`config.mk`:
```
export PLATFORM = sky130hd
export DESIGN_NAME = l2_reload_sequencer
export DESIGN_NICKNAME = d
export VERILOG_FILES = /design/src/rtl/reload_pkg.sv /design/src/rtl/reload_req_queue.sv /design/src/rtl/reload_beat_planner.sv /design/src/rtl/reload_strobe_pipe.sv /design/src/rtl/l2_reload_sequencer.sv
export SDC_FILE = /design/constraint.sdc
export NUM_CORES = 1
export LEC_CHECK = 0
export ABC_AREA = 1
export CORE_MARGIN = 2
export CORE_UTILIZATION = 56
export DETAILED_ROUTE_END_ITERATION = 10
export GPL_TIMING_DRIVEN = 0
export PLACE_DENSITY = 0.85
export SLEW_MARGIN = 20
export SYNTH_ARGS = -nofsm -noshare
export SYNTH_HDL_FRONTEND = slang
export SYNTH_HIERARCHICAL = 1
export SYNTH_SLANG_ARGS = --single-unit
export TNS_END_PERCENT = 50
```
`constraint.sdc`:
```
create_clock -name clk -period 2.5 [get_ports clk]
set_clock_uncertainty 0.05 [all_clocks]
set_input_delay 0.25 -clock clk [delete_from_list [all_inputs] [get_ports clk]]
set_output_delay 0.25 -clock clk [all_outputs]
set_load 0.02 [all_outputs]
```
`src/rtl/reload_pkg.sv`:
```
// Shared widths, request type codes, transaction and beat records, and the
// built-in word store pattern. Assumes byte addresses and 32-bit words.
package reload_pkg;
    localparam int TAG_W  = 5;
    localparam int ADDR_W = 32;

    localparam logic [7:0] TY_FETCH = 8'h00;
    localparam logic [7:0] TY_LOAD  = 8'h08;
    localparam logic [7:0] TY_RSV   = 8'h09;
    localparam logic [7:0] TY_RSVH  = 8'h0B;
    localparam logic [7:0] TY_ITC   = 8'h22;

    // Decoded request waiting in the queue or being returned
    typedef struct packed {
        logic [TAG_W-1:0]  tag;
        logic [ADDR_W-1:0] base;
        logic [2:0]        nbeats;
        logic [1:0]        crit;
        logic              inh;
        logic              itc;
    } txn_t;

    // One planned beat travelling down the strobe pipe
    typedef struct packed {
        logic              v;
        logic              coming;
        logic              last;
        logic              itc;
        logic              crit;
        logic [1:0]        qw;
        logic [TAG_W-1:0]  tag;
        logic [ADDR_W-1:0] addr;
    } beat_t;

    // Content of the word store at word index wi
    function automatic logic [31:0] mem_word(input logic [15:0] wi);
        return {wi, ~wi};
    endfunction
endpackage

```
`src/rtl/reload_req_queue.sv`:
```
// In-order request queue of decoded transactions.
// Assumes the requester never pushes into a full queue.
module reload_req_queue
    import reload_pkg::*;
#(
    parameter int DEPTH = 4
) (
    input  logic clk,
    input  logic rst_n,
    input  logic push_i,
    input  txn_t push_data_i,
    input  logic pop_i,
    output txn_t head_o,
    output logic avail_o
);
    localparam int PW = (DEPTH > 1) ? $clog2(DEPTH) : 1;
    localparam int CW = $clog2(DEPTH + 1);

    txn_t          slots [DEPTH];
    logic [PW-1:0] wr_ptr, rd_ptr;
    logic [CW-1:0] count;
    logic          full;

    assign full    = (count == CW'(DEPTH));
    assign avail_o = (count != '0);
    assign head_o  = slots[rd_ptr];

    // Write the incoming transaction into the slot at the write pointer
    always_ff @(posedge clk) begin
        if (push_i) slots[wr_ptr] <= push_data_i;
    end

    // Advance the pointers and the occupancy count
    always_ff @(posedge clk) begin
        if (!rst_n) begin
            wr_ptr <= '0;
            rd_ptr <= '0;
            count  <= '0;
        end else begin
            if (push_i) wr_ptr <= (wr_ptr == PW'(DEPTH - 1)) ? '0 : wr_ptr + 1'b1;
            if (pop_i)  rd_ptr <= (rd_ptr == PW'(DEPTH - 1)) ? '0 : rd_ptr + 1'b1;
            count <= count + CW'(push_i) - CW'(pop_i);
        end
    end

    assert_no_overflow_R9: assert property (@(posedge clk) disable iff (!rst_n)
        full |-> !push_i);
    assert_no_underflow_R9: assert property (@(posedge clk) disable iff (!rst_n)
        pop_i |-> avail_o);
endmodule

```
`src/rtl/reload_beat_planner.sv`:
```
// Takes one transaction at a time and decides, cycle by cycle, whether a beat
// is planned for four cycles later, together with its coming flag.
// Assumes b2b_i is held steady while a transaction is being returned.
module reload_beat_planner
    import reload_pkg::*;
(
    input  logic  clk,
    input  logic  rst_n,
    input  logic  b2b_i,
    input  txn_t  head_i,
    input  logic  head_avail_i,
    output logic  take_o,
    output beat_t plan_o
);
    txn_t       cur;
    logic       active;
    logic       phase;
    logic [2:0] idx;
    logic       fire;
    logic       last;

    assign fire   = active && (b2b_i || !phase);
    assign last   = (idx == cur.nbeats - 3'd1);
    assign take_o = !active && head_avail_i;

    // Track the active transaction, its beat index and the alternate phase
    always_ff @(posedge clk) begin
        if (!rst_n) begin
            active <= 1'b0;
            cur    <= '0;
            idx    <= '0;
            phase  <= 1'b0;
        end else if (take_o) begin
            active <= 1'b1;
            cur    <= head_i;
            idx    <= '0;
            phase  <= 1'b0;
        end else if (active) begin
            phase <= ~phase;
            if (fire) begin
                idx <= idx + 3'd1;
                if (last) active <= 1'b0;
            end
        end
    end

    // Build the planned beat record, applying the pair rules for coming
    always_comb begin
        plan_o        = '0;
        plan_o.v      = fire;
        plan_o.last   = fire && last;
        plan_o.qw     = idx[1:0];
        plan_o.crit   = (idx[1:0] == cur.crit);
        plan_o.itc    = cur.itc;
        plan_o.tag    = cur.tag;
        plan_o.addr   = cur.base + (ADDR_W'(idx) << 4);
        plan_o.coming = fire && !cur.itc &&
                        (cur.inh ? (idx == 3'd0) : (b2b_i && !idx[0]));
    end

    assert_alt_spacing_R3: assert property (@(posedge clk) disable iff (!rst_n)
        (!b2b_i && fire) |=> !fire);
    assert_beat_bound_R5: assert property (@(posedge clk) disable iff (!rst_n)
        active |-> (idx < cur.nbeats));
endmodule

```
`src/rtl/reload_strobe_pipe.sv`:
```
// Delays each planned beat so the coming strobe leads the data by three
// cycles and valid with its fields leads it by two; forms data and pop.
// Assumes the planner emits at most one beat per cycle.
module reload_strobe_pipe
    import reload_pkg::*;
#(
    parameter int LEAD_COMING = 3,
    parameter int LEAD_VALID  = 2,
    parameter int BEAT_W      = 128
) (
    input  logic              clk,
    input  logic              rst_n,
    input  beat_t             plan_i,
    output logic              coming_o,
    output logic              valid_o,
    output logic [TAG_W-1:0]  tag_o,
    output logic [1:0]        qw_o,
    output logic              crit_o,
    output logic              itc_o,
    output logic [BEAT_W-1:0] data_o,
    output logic              pop_o
);
    localparam int NSTG  = LEAD_COMING + 1;
    localparam int WORDS = BEAT_W / 32;

    beat_t             stg [NSTG];
    logic [ADDR_W-1:0] widx;

    // Shift planned beats toward the data stage
    always_ff @(posedge clk) begin
        if (!rst_n) begin
            for (int k = 0; k < NSTG; k++) stg[k] <= '0;
        end else begin
            stg[NSTG-1] <= plan_i;
            for (int k = 0; k < NSTG - 1; k++) stg[k] <= stg[k+1];
        end
    end

    assign coming_o = stg[LEAD_COMING].v && stg[LEAD_COMING].coming;
    assign valid_o  = stg[LEAD_VALID].v;
    assign tag_o    = stg[LEAD_VALID].v ? stg[LEAD_VALID].tag : '1;
    assign qw_o     = stg[LEAD_VALID].v ? stg[LEAD_VALID].qw : 2'd0;
    assign crit_o   = stg[LEAD_VALID].v && stg[LEAD_VALID].crit;
    assign itc_o    = stg[LEAD_VALID].v && stg[LEAD_VALID].itc;
    assign pop_o    = stg[0].v && stg[0].last;
    assign widx     = stg[0].addr >> 2;

    for (genvar j = 0; j < WORDS; j++) begin : g_word
        logic [ADDR_W-1:0] wj;
        assign wj = widx + ADDR_W'(j);
        assign data_o[BEAT_W-1-32*j -: 32] = stg[0].v ? mem_word(wj[15:0]) : 32'd0;
    end

    assert_coming_then_valid_R2: assert property (@(posedge clk) disable iff (!rst_n)
        coming_o |=> valid_o);
    assert_pop_after_valid_R10: assert property (@(posedge clk) disable iff (!rst_n)
        pop_o |-> $past(valid_o, 2));
endmodule

```
`src/rtl/l2_reload_sequencer.sv`:
```
// Top of the reload return sequencer: decodes and checks requests, queues
// them, plans beats in order and drives the staggered reload strobes.
// Assumes b2b_mode changes only while no transaction is outstanding.
module l2_reload_sequencer
    import reload_pkg::*;
#(
    parameter int DEPTH  = 4,
    parameter int BEAT_W = 128
) (
    input  logic              clk,
    input  logic              rst_n,
    input  logic              b2b_mode,
    input  logic              req_valid,
    input  logic [7:0]        req_type,
    input  logic [TAG_W-1:0]  req_tag,
    input  logic [ADDR_W-1:0] req_addr,
    input  logic [2:0]        req_len,
    input  logic              req_inhibit,
    output logic              req_err,
    output logic              rld_coming,
    output logic              rld_valid,
    output logic [TAG_W-1:0]  rld_tag,
    output logic [1:0]        rld_qw,
    output logic              rld_crit,
    output logic              rld_itc,
    output logic [BEAT_W-1:0] rld_data,
    output logic              ld_pop
);
    logic  type_ok, len_ok, is_itc, is_line, push;
    txn_t  dec, head;
    logic  avail, take;
    beat_t plan;

    // Check the request and decode it into a transaction record
    always_comb begin
        type_ok = (req_type == TY_FETCH) || (req_type == TY_LOAD) ||
                  (req_type == TY_RSV)   || (req_type == TY_RSVH) ||
                  (req_type == TY_ITC);
        len_ok  = (req_len != 3'd0) && (req_len != 3'd3);
        is_itc  = (req_type == TY_ITC);
        is_line = is_itc || !req_inhibit;
        push    = req_valid && type_ok && len_ok;

        dec      = '0;
        dec.tag  = req_tag;
        dec.itc  = is_itc;
        dec.inh  = !is_line;
        dec.crit = is_line ? req_addr[5:4] : 2'd0;
        dec.base = is_line ? {req_addr[ADDR_W-1:6], 6'd0} : {req_addr[ADDR_W-1:4], 4'd0};
        if (is_line)
            dec.nbeats = 3'd4;
        else if (((req_type == TY_FETCH) || (req_type == TY_LOAD)) && (req_len == 3'd7))
            dec.nbeats = 3'd2;
        else
            dec.nbeats = 3'd1;
    end

    // Flag a dropped illegal request one cycle later
    always_ff @(posedge clk) begin
        if (!rst_n) req_err <= 1'b0;
        else        req_err <= req_valid && !(type_ok && len_ok);
    end

    reload_req_queue #(.DEPTH(DEPTH)) u_queue (
        .clk(clk), .rst_n(rst_n), .push_i(push), .push_data_i(dec),
        .pop_i(take), .head_o(head), .avail_o(avail)
    );

    reload_beat_planner u_planner (
        .clk(clk), .rst_n(rst_n), .b2b_i(b2b_mode), .head_i(head),
        .head_avail_i(avail), .take_o(take), .plan_o(plan)
    );

    reload_strobe_pipe #(.LEAD_COMING(3), .LEAD_VALID(2), .BEAT_W(BEAT_W)) u_pipe (
        .clk(clk), .rst_n(rst_n), .plan_i(plan), .coming_o(rld_coming),
        .valid_o(rld_valid), .tag_o(rld_tag), .qw_o(rld_qw), .crit_o(rld_crit),
        .itc_o(rld_itc), .data_o(rld_data), .pop_o(ld_pop)
    );

    assert_err_needs_req_R7: assert property (@(posedge clk) disable iff (!rst_n)
        req_err |-> $past(req_valid));
    assert_itc_qualified_R6: assert property (@(posedge clk) disable iff (!rst_n)
        rld_itc |-> rld_valid);
    assert_coming_gap_R4: assert property (@(posedge clk) disable iff (!rst_n)
        (rld_coming && !b2b_mode) |=> !rld_coming);
endmodule

```
# After elaboration in Yosys (flattened, before gate mapping)
# Memory sizes are Yosys's and may differ from the RTL's. A register that Yosys moved wholly into a read port is not among the register bits.
# Cells that the tools add are included.
[totals]
word_cells = 100
ram_bits = 352
out_inout_bits = 141
in_bits = 53
ff_bits = 13
mem_count = 2
[classes]
n_eq_ne = 10
bitwise_logic = 10
reduce_logical = 36
addsub = 10
muxes = 25
[mem_list]
columns = ["name", "depth", "width", "rd", "rd_ports_with_merged_regs", "wr", "line_no", "text"]
rows = [
  ["u_pipe.stg", 4, 44, 4, 0, 4, "reload_strobe_pipe.sv:26", "beat_t stg [NSTG];"],
  ["u_queue.slots", 4, 44, 1, 1, 1, "reload_req_queue.sv:19", "txn_t slots [DEPTH];"],
]
[op_table]
columns = ["operator", "n"]
rows = [
  ["44-bit two-way mux", 4],
  ["32-bit two-way mux", 4],
  ["16-bit NOT", 4],
  ["16-bit by 2-bit adder with 16-bit output, second input constant", 2],
  ["32-bit by 7-bit adder with 32-bit output", 1],
  ["8-bit by 4-bit == test with 1-bit output, second input constant", 3],
  ["16-bit by 1-bit adder with 16-bit output, second input constant", 1],
  ["1-bit logical AND", 16],
  ["2-bit two-way mux", 5],
  ["1-bit two-way mux", 9],
  ["8-bit by 6-bit == test with 1-bit output, second input constant", 1],
  ["1-bit zero test", 8],
  ["8-bit zero test", 1],
  ["1-bit logical OR", 6],
  ["6-bit two-way mux", 1],
  ["3-bit nonzero test", 2],
  ["5-bit two-way mux", 1],
  ["2-bit by 1-bit adder with 2-bit output, second input constant", 2],
  ["2-bit == test, second input constant", 2],
  ["1-bit bitwise OR", 4],
  ["3-bit by 1-bit adder with 3-bit output", 1],
  ["3-bit by 1-bit adder with 3-bit output, second input constant", 1],
  ["3-bit == test", 1],
  ["3-bit == test, second input constant", 1],
  ["9 further kinds", 10],
]

# Depth between registers and ports, before layout
# Gate-level depths: netlist (run 1).
[logic_depth]
ltp_word = 9
ltp_mapped = 13
mapped_depth_nobuf = 13

# Cells and area by module
# The synthesis (run 1) kept the hierarchy.
[modules_own_cells]
columns = ["module", "area_per_inst_um2", "instances", "cells_per_inst", "seq_area_each_um2"]
rows = [
  ["reload_req_queue", 7397.1, 1, 572, 5465.2],
  ["reload_strobe_pipe", 4370.4, 1, 671, 1821.7],
  ["reload_beat_planner", 2826.5, 1, 424, 980.9],
  ["l2_reload_sequencer", 222.7, 1, 45, 20.0],
]

# Least setup slack after synthesis (run 1)
# No wires, ideal clock.
[synth_timing]
path_kind = "in2reg"
startpoint = "input port req_type[6]"
endpoint = "memory u_queue/slots[0][0] in the netlist's numbering (enable)"
slack_ns = 0.159
n_path_buf = 0
setup_ns = 0.398
t_required_ns = 2.052
t_arrival_ns = 1.893
stages = 9
path_cell_list = "inv_1 nand2_2 nor2_1 nand2_1 nand3_1 nand2_1 nor2_1 nand2_1 inv_1"
[synth_via]
elab_chain_len = 9
elab_cells_between_ends = 13
classes_between = "4 x eq/ne; 2 x mux; 7 x reduce/logical"
[synth_lines]
columns = ["element", "line_no", "text"]
rows = [
  ["start: declaration", "l2_reload_sequencer.sv:14", "input logic [7:0] req_type,"],
  ["8-bit by 4-bit == test with 1-bit output or 8-bit zero test (tied branches)", "l2_reload_sequencer.sv:36", "type_ok = (req_type == TY_FETCH) || (req_type == TY_LOAD) ||"],
  ["1-bit logical OR (2 in a row)", "l2_reload_sequencer.sv:36", ""],
  ["1-bit logical OR", "l2_reload_sequencer.sv:37", "(req_type == TY_RSV) || (req_type == TY_RSVH) ||"],
  ["1-bit logical OR (*)", "l2_reload_sequencer.sv:37", ""],
  ["1-bit logical AND (*) (2 in a row)", "l2_reload_sequencer.sv:42", "push = req_valid && type_ok && len_ok;"],
  ["via push", "l2_reload_sequencer.sv:29", "logic type_ok, len_ok, is_itc, is_line, push;"],
  ["1-bit two-way mux (*)", "reload_req_queue.sv:30", "if (push_i) slots[wr_ptr] <= push_data_i;"],
  ["1-bit two-way mux (implied by the code) (*)", "reload_req_queue.sv:30", ""],
  ["end: declaration", "reload_req_queue.sv:19", ""],
]
# The timed path passes the listed nets; every way through them passes the cells marked *.

==> results of run 1 <==
worst max path at each step:
stage                                 start                              to  slack [ps]
2_1_floorplan   u_queue/count[1]$_SDFF_PN0_     u_queue/count[2]$_SDFF_PN0_         440
3_3_place_gp                    req_type[1]  u_queue/slots[0][20]$_DFFE_PP_        -520
3_5_place_dp    u_pipe/stg[0][2]$_SDFF_PN0_                    rld_data[30]        -240
4_1_cts        u_pipe/stg[0][43]$_SDFF_PN0_                    rld_data[97]        -240
5_1_grt         u_pipe/stg[0][4]$_SDFF_PN0_                    rld_data[89]        -100
6_report        u_pipe/stg[0][3]$_SDFF_PN0_                    rld_data[89]         0.7
cell type report:
cell class              count  area (µm²)  share of cell area, %
plain buffers              90       563.0                  3.952
repair buffers            185        1610                  11.30
clock buffers              29       598.1                  4.198
well taps                 270       337.8                  2.371
clock inverters            12       133.9                 0.9397
flip-flops and latches    246        6060                  42.53
multi-input cells         760        3938                  27.64
inverters                 266        1007                  7.070
power by group:
group          internal, mW  switching, mW
Sequential             4.74          0.322
Clock                  2.00           1.37
Combinational          1.29           1.96
sequential cells by signal, indices dropped and copies added, names as in the netlist, named ones only:
signal / flops
u_queue/slots: 112
u_planner/plan_o: 6
req_err: 1
u_queue/wr_ptr: 2
u_planner/cur: 22
u_pipe/stg: 91
u_planner/phase: 1
u_planner/idx: 3
u_queue/count: 3
u_queue/rd_ptr: 2
u_planner/active: 1
through the flow:
stage / setup slack, ps / instances / utilization, %
2_1_floorplan: 441.1 / 1363 / -
3_3_place_gp: -523.2 / 1808 / 67.11
3_5_place_dp: -241.6 / 1808 / 67.11
4_1_cts: -238.4 / 1854 / 71.01
5_1_grt: -100.0 / 1858 / 71.10
6_report: 0.6586 / 1858 / 71.10
critical path, delay by kind of cell (launching register included):
family	cells	cell delay, ps
flip-flops	1	400
buffers and inverters	2	470
AND/OR/NAND/NOR	2	290
adder cells (fa/ha/maj)	1	230
AO/OA/AOI/OAI	1	310
layer usage:
layer  vias to the layer above  routed length, µm  global-route usage, %
met5                         -                  0                      0
met4                         0               1165                  11.99
met2                       358              14290                  48.28
li1                       4552                  -                      -
met3                        89               1732                  3.813
met1                      4173               9812                  26.24
timing repair:
action / 4_1_cts / 5_1_grt
endpoints found under the setup margin: 98 / 86
hold buffers: 0 / 0
buffers inserted: 6 / 4
gates resized for setup: 168 / 108
pin swaps: 3 / 5
==> flow_summary.ini, run 1 <==
[power_and_ir_drop]
power_density_mw_per_mm2 = 820.0
worst_case_vdd_ir_drop_v = 0.0005993
p_leak_nw = 7.080
totalPowerFinal_mw = 11.68

[clock_network]
ctsLongestPathBuffers = 3
cts.reportedPaths.clkPinSlew_ps = 60
worstSkewPairLatency_ps = 490
tritoncts = built
cts.sinks = 246
cts_buffers = 23
cts-htree-levels = 1
ctsRootBufferMaster = sky130_fd_sc_hd__clkbuf_16

[min_path]
min_path_type = input port to register
holdCritStartpoint = req_valid
min_delay_worst_endpoint = req_err$_SDFF_PN0_
worst_hold_path.num_cells = 3

[global_route]
pin_count_of_the_biggest_net_entering_global_routing = 29
grt_util_all_layers_pct = 24.94
antenna_violations_before_repair = 0
grt-ovfl-total = 0
vias_in_the_first_global_route = 9066
global_route_wire_length_before_repair_um = 43240

[finish]
most-common-layout-cells = sky130_fd_sc_hd__nand2_1 (291), sky130_fd_sc_hd__inv_1 (253), sky130_fd_sc_hd__nor2_1 (142), sky130_fd_sc_hd__dfxtp_1 (127), sky130_fd_sc_hd__edfxtp_1 (112)
finalNetCount = 1645
layout_commonest_cell = sky130_fd_sc_hd__nand2_1
filler_cell_count = 1505
syn_to_final_growth_pct = 25.71
final_layout_size_suffix_gt1_share_pct = 14.55
antennaDiodeCount = 0
final_cell_area_mm2 = 0.01425

[place]
placed_area_mm2 = 0.01345
port-buffer-count = 175
weighted_congestion_reported_at_the_end_of_routability_driven_placement = 0.9642
place_hpwl_um = 19360

[run_status]
status = completed

[worst_setup_path]
worst-endpoint-arrival_ps = 2200
critical_path.max_stage_delay_ps = 400
worstSetupPathType = register to output port
timing.rr.end = u_queue/count[2]$_SDFF_PN0_
required_time_worst_endpoint_ps = 2200
rrSetupSlack_ps = 170
startpoint_type = register
r2r_cells = 12
critPathSlowestCell = sky130_fd_sc_hd__dfxtp_4
critical_path.reg2reg.startpoint = u_queue/count[1]$_SDFF_PN0_
setup.worst_path.end_class = output port
path_max_fanout = 7
worstPathCellList = ha_2 > nand3_2 > inv_2 > nand4_1 > a21oi_1 > clkdlybuf4s15_2

[sta]
slew-limit-headroom_pct = 52.36
number_of_max_slew_violations_in_the_final_report = 0
post-route-min-period_ps = 2499
grt_setup_unrepaired = yes
total_negative_setup_slacks_ps = 0
worstMarginPinSlew_ps = 713.5
max_clock_freq_mhz = 400.1
finalSetupViolCount = 0
finalHoldViolCount = 0
whs_ps = 271.2
final.period_utilization_pct = 99.97

[die]
die_y_um = 146.3
row_count = 52
dieArea_mm2 = 0.02139
initial_util_pct = 56.56
die_width_um = 146.3
io-pin-count = 194
core_area_mm2 = 0.02004

[routing]
drt-pass1-iter-count = 7
detail_route.drc_violations = 0
routed-via-count = 9172
finalWirelength_um = 27000
drt_iter0_markers = 469
ant_nets = 0
routedWlPerCell_um = 14.53
routed_via_density = 4.936

[yosys]
mappedNetlistArea_mm2 = 0.01133
cells_after_synthesis = 1356
syn_avg_cell_area_um2 = 8.358
synth_warnings = 6

[run]
max-cap-violations = 0
Note: power is estimated with default switching activity, not from simulation.
==> run 2, diff against run 1 <==
--- a/config.mk
+++ b/config.mk
@@ -7,10 +7,10 @@
 export LEC_CHECK = 0
 export ABC_AREA = 1
 export CORE_MARGIN = 2
-export CORE_UTILIZATION = 56
+export CORE_UTILIZATION = 55
 export DETAILED_ROUTE_END_ITERATION = 10
 export GPL_TIMING_DRIVEN = 0
-export PLACE_DENSITY = 0.85
+export PLACE_DENSITY = 0.84
 export SLEW_MARGIN = 20
 export SYNTH_ARGS = -nofsm -noshare
 export SYNTH_HDL_FRONTEND = slang
==> flow_summary.ini, run 2 (synthesized netlist as in run 1, its figures left out) <==
[clock_network]
cts.sinks = 246
cts.reportedPaths.clkPinSlew_ps = 60
ctsLongestPathBuffers = 3
ctsRootBufferMaster = sky130_fd_sc_hd__clkbuf_16
cts_buffers = 23
cts-htree-levels = 1
tritoncts = built
worstSkewPairLatency_ps = 510
cts-hold-fix-buffers = 0

[sta]
whs_ps = 314.7
finalHoldViolCount = 0
post-route-min-period_ps = 2529
slew-limit-headroom_pct = 52.53
number_of_max_slew_violations_in_the_final_report = 0
grt_setup_unrepaired = yes
worstMarginPinSlew_ps = 712.1
finalSetupViolCount = 2
final.period_utilization_pct = 101.2
max_clock_freq_mhz = 395.4
final_critical_path_setup_slack_ps = -29.03

[worst_setup_path]
timing.rr.end = u_queue/count[2]$_SDFF_PN0_
r2r_cells = 13
setup.worst_path.end_class = output port
worst-endpoint-arrival_ps = 2230
critical_path.max_stage_delay_ps = 600
critical_path.reg2reg.startpoint = u_queue/count[1]$_SDFF_PN0_
path_max_fanout = 10
startpoint_type = register
worstSetupPathType = register to output port
critPathSlowestCell = sky130_fd_sc_hd__clkdlybuf4s50_1
worstPathCellList = inv_2 > clkbuf_4 > nor2_2 > buf_4 > clkdlybuf4s50_1
required_time_worst_endpoint_ps = 2200
rrSetupSlack_ps = 180

[place]
port-buffer-count = 175
place_hpwl_um = 19590
weighted_congestion_reported_at_the_end_of_routability_driven_placement = 0.9068
placed_area_mm2 = 0.01345

[routing]
finalWirelength_um = 27100
routedWlPerCell_um = 14.64
routed-via-count = 9180
drt_iter0_markers = 428
ant_nets = 0
drt-pass1-iter-count = 5
detail_route.drc_violations = 0
routed_via_density = 4.959

[global_route]
global_route_wire_length_before_repair_um = 42590
antenna_violations_before_repair = 0
grtUsageMet3_pct = 3.796
grt_util_all_layers_pct = 24.45
grt-ovfl-total = 0
pin_count_of_the_biggest_net_entering_global_routing = 29
vias_in_the_first_global_route = 8782
met1_usage_pct = 25.68
top_usage_layer = met2
grt_util_met2_pct = 47.33

[finish]
finalNetCount = 1640
syn_to_final_growth_pct = 26.11
layout_commonest_cell = sky130_fd_sc_hd__nand2_1
final_core_util_pct = 70.63
most-common-layout-cells = sky130_fd_sc_hd__nand2_1 (291), sky130_fd_sc_hd__inv_1 (255), sky130_fd_sc_hd__nor2_1 (145), sky130_fd_sc_hd__dfxtp_1 (125), sky130_fd_sc_hd__edfxtp_1 (112)
largest-register = u_queue/slots
final_cell_area_mm2 = 0.01429
final_layout_size_suffix_gt1_share_pct = 14.55
antennaDiodeCount = 0
largest_register_ff_count = 112
filler_cell_count = 1544
reg.largest.list = u_queue/slots x112, u_pipe/stg x91, u_planner/cur x22

[power_and_ir_drop]
p_leak_nw = 7.055
worst_case_vdd_ir_drop_v = 0.0009467
totalPowerFinal_mw = 11.58
power_density_mw_per_mm2 = 809.9

[min_path]
min_path_type = input port to register
worst_hold_path.num_cells = 3
holdCritStartpoint = req_valid
min_delay_worst_endpoint = req_err$_SDFF_PN0_

[die]
row_count = 52
die_y_um = 147.6
core_area_mm2 = 0.02023
die_width_um = 147.6
initial_util_pct = 56.01
io-pin-count = 194
dieArea_mm2 = 0.02177

[run]
max-cap-violations = 0

[run_status]
status = finished with violations
failed_checks = setup timing
[run 2: cell count changes in the layout (fill, tap and decap cells not counted), moves of 3 or more]
cell / delta
sky130_fd_sc_hd__xor2_1: -4
sky130_fd_sc_hd__dlymetal6s2s_1: -5
sky130_fd_sc_hd__clkinv_1: -5
sky130_fd_sc_hd__nand2_4: +4
sky130_fd_sc_hd__nor2_1: +3
sky130_fd_sc_hd__clkbuf_1: -3
sky130_fd_sc_hd__clkdlybuf4s15_2: +10
sky130_fd_sc_hd__nand2_2: -4
sky130_fd_sc_hd__clkbuf_2: -12
sky130_fd_sc_hd__xor2_2: +4
sky130_fd_sc_hd__dlygate4sd2_1: +9
sky130_fd_sc_hd__clkinvlp_4: -3
sky130_fd_sc_hd__bufinv_16: -3
[run 2: cell type report]
class                   count  area (µm²)  area share [%]
clock buffers              31       668.1           4.675
well taps                 270       337.8           2.364
flip-flops and latches    246        6062           42.41
clock inverters             8       46.29          0.3239
repair buffers            180        1619           11.33
plain buffers              90       563.0           3.939
multi-input cells         760        3993           27.93
inverters                 266        1003           7.021
[run 2: worst max-delay path by stage]
stage | from | to | slack [ps] | cells past startpoint
global route | u_pipe/stg[0][43]$_SDFF_PN0_ | rld_data[97] | -80 | 5
global placement | req_type[1] | u_queue/slots[3][23]$_DFFE_PP_ | -510 | 8
CTS | u_pipe/stg[0][4]$_SDFF_PN0_ | rld_data[53] | -140 | 6
finish | u_pipe/stg[0][43]$_SDFF_PN0_ | rld_data[97] | -30 | 5
detailed placement | u_pipe/stg[0][2]$_SDFF_PN0_ | rld_data[22] | -210 | 9
floorplan | u_queue/count[1]$_SDFF_PN0_ | u_queue/count[2]$_SDFF_PN0_ | 440 | 12
[run 2: routing by layer]
layer / vias up / routed length (µm)
li1: 4531 / -
met1: 4235 / 9758
met2: 347 / 14270
met3: 67 / 1843
met4: 0 / 1227
met5: - / 0
[run 2: worst max-delay path: cells and delay by family (launching register included)]
family                 cells  cell delay [ps]
and+or+nand+nor            1              240
buffers and inverters      4             1090
DFF                        1              390
[run 2: through the flow]
stage,std cells,TNS [ps],worst slack [ps]
floorplan,1363,0,441.1
global placement,1808,-55830,-514.3
detailed placement,1808,-17450,-206.1
CTS,1847,-329.4,-136.1
global route,1851,-374.6,-82.72
finish,1851,-29.96,-29.03
[run 2: timing repair]
item,4_1_cts,5_1_grt
pin swaps,2,6
buffers inserted,1,4
resized for setup,200,76
setup endpoints to repair,104,75
[run 2: report_power, final]
group          switching (mW)  internal (mW)
registers               0.312           4.74
logic                    1.95           1.29
clock network            1.40           1.88
